===== config.mk =====
export PLATFORM = sky130hd
export DESIGN_NAME = iv_nest_ctrl
export DESIGN_NICKNAME = d
export VERILOG_FILES = /design/src/rtl/iv_pkg.sv /design/src/rtl/iv_arbiter.sv /design/src/rtl/iv_nest_track.sv /design/src/rtl/iv_vector_map.sv /design/src/rtl/iv_nest_ctrl.sv
export SDC_FILE = /design/constraint.sdc
export NUM_CORES = 1
export LEC_CHECK = 0
export CAP_MARGIN = 20
export CELL_PAD_IN_SITES_DETAIL_PLACEMENT = 1
export CELL_PAD_IN_SITES_GLOBAL_PLACEMENT = 1
export CORE_MARGIN = 2
export CORE_UTILIZATION = 16
export DETAILED_ROUTE_END_ITERATION = 12
export HOLD_SLACK_MARGIN = 0.15
export PLACE_DENSITY_LB_ADDON = 0.1
export SYNTH_ARGS = -nofsm -noshare
export SYNTH_HDL_FRONTEND = slang
export SYNTH_HIERARCHICAL = 1
export SYNTH_SLANG_ARGS = --single-unit

===== constraint.sdc =====
create_clock -name clk -period 1.6 [get_ports clk]
set_input_delay 0.4 -clock clk [delete_from_list [all_inputs] [get_ports clk]]
set_output_delay 0.4 -clock clk [all_outputs]
set_load 0.02 [all_outputs]

===== src/rtl/iv_pkg.sv =====
// Shared constants and helpers for the interrupt nesting controller.
// Assumes class index order: higher index means higher priority.
package iv_pkg;
    localparam int NUM_CLS = 4;
    localparam int CLS_NMI = 3;
    localparam int CLS_HI  = 2;
    localparam int CLS_MED = 1;
    localparam int CLS_LO  = 0;

    // Return a one-hot vector of the highest set bit (all zero if none).
    function automatic logic [NUM_CLS-1:0] top_onehot(input logic [NUM_CLS-1:0] v);
        logic [NUM_CLS-1:0] r;
        r = '0;
        for (int i = 0; i < NUM_CLS; i++) begin
            if (v[i]) r = '0;
            if (v[i]) r[i] = 1'b1;
        end
        return r;
    endfunction
endpackage


===== src/rtl/iv_arbiter.sv =====
// Grant arbiter: picks the highest pending class strictly above all active
// classes. Purely combinational; assumes flags come from the nesting tracker.
module iv_arbiter
    import iv_pkg::*;
(
    input  logic [NUM_CLS-1:0] req,
    input  logic [NUM_CLS-1:0] flags,
    output logic [NUM_CLS-1:0] grant
);
    logic [NUM_CLS-1:0] blocked;
    logic [NUM_CLS-1:0] eligible;

    // Mark each class at or below the highest active class as blocked.
    always_comb begin
        for (int i = 0; i < NUM_CLS; i++) begin
            blocked[i] = |(flags >> i);
        end
        eligible = req & ~blocked;
        grant    = top_onehot(eligible);
    end
endmodule


===== src/rtl/iv_nest_track.sv =====
// Nesting tracker: holds one active flag per class. Sets a flag on grant,
// clears the highest flag on return. Assumes grant is one-hot or zero.
module iv_nest_track
    import iv_pkg::*;
(
    input  logic               clk,
    input  logic               rst_n,
    input  logic [NUM_CLS-1:0] grant,
    input  logic               ret_pulse,
    output logic [NUM_CLS-1:0] flags
);
    logic [NUM_CLS-1:0] clr_mask;

    // Select the flag retired by a return strobe.
    always_comb begin
        clr_mask = ret_pulse ? top_onehot(flags) : '0;
    end

    // Update the active flags with one clear and one set per edge.
    always_ff @(posedge clk) begin
        if (!rst_n) flags <= '0;
        else        flags <= (flags & ~clr_mask) | grant;
    end

    AST_GRANT_ONEHOT: assert property (@(posedge clk) disable iff (!rst_n)
        $onehot0(grant));
    AST_GRANT_OUTRANKS: assert property (@(posedge clk) disable iff (!rst_n)
        (grant != '0) |-> (grant > flags));
    AST_GRANT_SETS: assert property (@(posedge clk) disable iff (!rst_n)
        (grant != '0) |=> ((flags & $past(grant)) == $past(grant)));
    AST_KEEP_LOWER: assert property (@(posedge clk) disable iff (!rst_n)
        !ret_pulse |=> (($past(flags) & ~flags) == '0));
    AST_RET_ONE: assert property (@(posedge clk) disable iff (!rst_n)
        (ret_pulse && flags != '0) |=> ($countones($past(flags) & ~flags) == 1));
    AST_RET_IDLE: assert property (@(posedge clk) disable iff (!rst_n)
        (ret_pulse && flags == '0 && grant == '0) |=> (flags == '0));
endmodule


===== src/rtl/iv_vector_map.sv =====
// Address map: selects the reset address and vector base from two
// independent configuration bits. Assumes boot_base is quasi-static.
module iv_vector_map #(
    parameter int ADDR_W  = 16,
    parameter int VEC_OFS = 2
) (
    input  logic              clk,
    input  logic              rst_n,
    input  logic              boot_rst_sel,
    input  logic              vec_sel,
    input  logic [ADDR_W-1:0] boot_base,
    output logic [ADDR_W-1:0] reset_addr,
    output logic [ADDR_W-1:0] vector_base
);
    localparam logic [ADDR_W-1:0] OFS = ADDR_W'(VEC_OFS);

    // Choose the two fetch addresses.
    always_comb begin
        reset_addr  = boot_rst_sel ? '0 : boot_base;
        vector_base = vec_sel ? (boot_base + OFS) : OFS;
    end

    AST_RESET_ZERO: assert property (@(posedge clk) disable iff (!rst_n)
        boot_rst_sel |-> (reset_addr == '0));
    AST_VEC_LOW: assert property (@(posedge clk) disable iff (!rst_n)
        !vec_sel |-> (vector_base == OFS));
endmodule


===== src/rtl/iv_nest_ctrl.sv =====
// Top of the multilevel interrupt nesting controller. Combines arbiter,
// tracker and address map, and packs the flags into the status byte.
// Assumes requests are held by their sources until granted.
module iv_nest_ctrl
    import iv_pkg::*;
#(
    parameter int ADDR_W  = 16,
    parameter int VEC_OFS = 2
) (
    input  logic                 clk,
    input  logic                 rst_n,
    input  logic [NUM_CLS-1:0]   irq_req,
    input  logic                 ret_pulse,
    input  logic                 boot_rst_sel,
    input  logic                 vec_sel,
    input  logic [ADDR_W-1:0]    boot_base,
    output logic [NUM_CLS-1:0]   irq_grant,
    output logic [7:0]           status,
    output logic [ADDR_W-1:0]    reset_addr,
    output logic [ADDR_W-1:0]    vector_base
);
    logic [NUM_CLS-1:0] flags;

    iv_arbiter u_arb (
        .req   (irq_req),
        .flags (flags),
        .grant (irq_grant)
    );

    iv_nest_track u_trk (
        .clk       (clk),
        .rst_n     (rst_n),
        .grant     (irq_grant),
        .ret_pulse (ret_pulse),
        .flags     (flags)
    );

    iv_vector_map #(.ADDR_W(ADDR_W), .VEC_OFS(VEC_OFS)) u_map (
        .clk          (clk),
        .rst_n        (rst_n),
        .boot_rst_sel (boot_rst_sel),
        .vec_sel      (vec_sel),
        .boot_base    (boot_base),
        .reset_addr   (reset_addr),
        .vector_base  (vector_base)
    );

    // Pack flags into the status byte; reserved bits read zero.
    always_comb begin
        status    = '0;
        status[7] = flags[CLS_NMI];
        status[2] = flags[CLS_HI];
        status[1] = flags[CLS_MED];
        status[0] = flags[CLS_LO];
    end

    AST_RSV_ZERO: assert property (@(posedge clk) disable iff (!rst_n)
        status[6:3] == 4'b0);
endmodule


==> run metrics <==
synth top area cells=nor2b_1, dfxtp_1, a21oi_1; FFs w/ async S/R, synth=0; grt ovf=0; startpoint class of the critical path=input pin; H-Tree Depth=1; register area=just over 80 um^2; Cells after DPL=approximately 250; Netlist cell types=34; Layout Cells excl Fill=274; Post-Route Utilization=0.477; hpwl dp=2.87 mm; IO Pins=69; dpl ws=-1370 ps; CORE AREA=4290 um^2; Most used DFF post-synth=dfxtp_1; dpl cell area=1770 um^2; total length of routed met3 wires=207 um; final setup TNS=-3940 ps; GPL Wtd Cong=0.749; Syn Area/Cell=approximately 6.8 um^2; CP Data Required Time=1200 ps; Die X=70.5 um; met2 wire len=2.35 mm; diode count=0; area leader, netlist=nor2b_1; Tmin final=about 2100 ps; top-count cell post-synth=nor2b_1; hold buffer count at cts=0; Die Height=approximately 70 um; Peak VDD IR=0.607 mV; cts bufs inserted=3; Syn Inst Count=104; number of synthesized flops with an enable pin=0; drt first pass iters=4; Iter 0 DRT Violations=21; Top reg by flops=u_trk/flags; clock tree root buffer cell=clkbuf_8; layout cells sized above 1=0.676; CTS tree=done; worst setup margin=-484 ps; f_max=between 400 and 500 MHz; top sig layer=met3; status=finished, violations left; CTS Sinks=4; sequential share of the synthesized area=0.113; synth cell count leaders=nor2b_1, nand2_1, a21oi_1, nor2_1; Global Route Usage Sum=0.152; top-area cell type share of the netlist area=0.141; max FFs per register=4; Hold WC Path Type=reg -> reg; CP Max Fanout=5; final net count=250; FILL cells=between 500 and 600; largest net degree at the start of global routing=11; Detail Route Antenna Nets=0; initial antenna violation count=0; max-slew violation count=0; routed vias=1,223; skew final=0.656 ps; Critical Path Sink Type=output pin; Residual DRC=0; DR WL/cell=14.8 um; PortBufs=64; max_cap viols=0; vias in the first global route=approximately 1,300; final number of setup-violating endpoints=13; failing checks=negative setup slack; Regs by FF count=u_trk/flags x4; clock buffer depth=2; RSZ-0062 raised after global routing=yes; die area=4970 um^2; fin crit share=1.30; Yosys reg bits=4; Multi-input gate area=867 um^2; cell area power density=402 nW/um^2; starting density of the core=0.165; final number of hold-violating endpoints=0; P&R area growth vs syn=189%; vias per cell=~4.5; Worst Path Arrival=1680 ps; Post-Route WL=4.05 mm; Mapped Area=between 700 and 800 um^2; leak pwr=0.961 nW; Clock Latency Late Sink=about 220 ps; CP Class=in -> out; first-pass GRT wire length=~6.2 mm; row count=24; Final Cell Area=2050 um^2; Worst-path clk slew=~30 ps; met1 WL=1.50 mm; YS warnings=6
## critical path, stage by stage
cell and delay, ps:
buf_8 80, ha_4 140, nand4_4 150, buf_4 170
buf_6 100, or3_4 340, a21oi_4 170, buf_6 130
## area by class of cell
cell class	instances	area share
Timing Repair Buffer	118	0.477
Inverter	3	0.00672
Tap cell	52	0.0318
Multi-Input combinational cell	94	0.424
Sequential cell	4	0.0403
Clock buffer	3	0.0202
## power by group
| group | switching [W] | internal, W | total [W] | leakage, nW |
|---|---|---|---|---|
| combinational | 0.000255 | 0.000245 | 0.000500 | 0.906 |
| clock | 0.0000508 | 0.000160 | 0.000211 | 0.0216 |
| sequential | 0.00000606 | 0.000106 | 0.000112 | 0.0334 |
## stage by stage
stage	total power [W]	hold WS (ps)
5_1_grt	0.000877	640
3_3_place_gp	0.000571	572
4_1_cts	0.000804	603
2_1_floorplan	0.000311	510
3_5_place_dp	0.000581	588
6_report	0.000823	606
## worst paths after layout
kind	slack (ps)	end	depth (start not counted)	from
max reg2reg	310	u_trk/flags[0]	7	u_trk/flags[1]
max	-480	vector_base[9]	8	boot_base[1]
min reg2reg	610	u_trk/flags[1]	3	u_trk/flags[1]
min	610	u_trk/flags[1]	3	u_trk/flags[1]
## cell families (layout without fill, tap and decap cells)
kind of cell / after synthesis / count (layout) / synth area share
and+or+nand+nor: 65 / 65 / 0.564
AOI/OAI and AO/OA: 18 / 18 / 0.152
buffers and inverters: 9 / 124 / 0.0689
DFF: 4 / 4 / 0.113
xor gates and xnor gates: 3 / 3 / 0.0371
muxes: 3 / 3 / 0.0424
adders and majority gates: 1 / 1 / 0.0177
other: 1 / 4 / 0.00530
## timing repair
action	CTS	global route
cloned	1	0
setup buffers	12	7
resized for setup	257	37
pin swaps	15	16
setup endpoints to repair	41	17
## metal layers
layer	up-vias	track usage
met5	-	0
met4	0	0.0126
met3	0	0.0342
met2	39	0.306
met1	585	0.168
li1	599	-
## cells in the final DEF, fill, tap and decap left out, drive strengths merged
master / instances
nor3: 1
nor2: 8
ha: 1
buf: 103
and3: 2
clkdlybuf4s15: 2
and2: 3
xor2: 1
nor4: 4
inv: 3
clkbuf: 3
mux2i: 3
nand3: 4
o31ai: 3
clkdlybuf4s50: 3
or3: 4
nand2b: 4
nand2: 10
xnor2: 2
dlymetal6s2s: 1
nand4: 4
and2b: 1
a21oi: 8
or4: 3
nor4b: 1
dlygate4sd2: 9
o21ai: 5
nor2b: 16
dfxtp: 4
conb: 4
o211ai: 1
o21a: 1
Note: power is estimated with default switching activity, not from simulation.
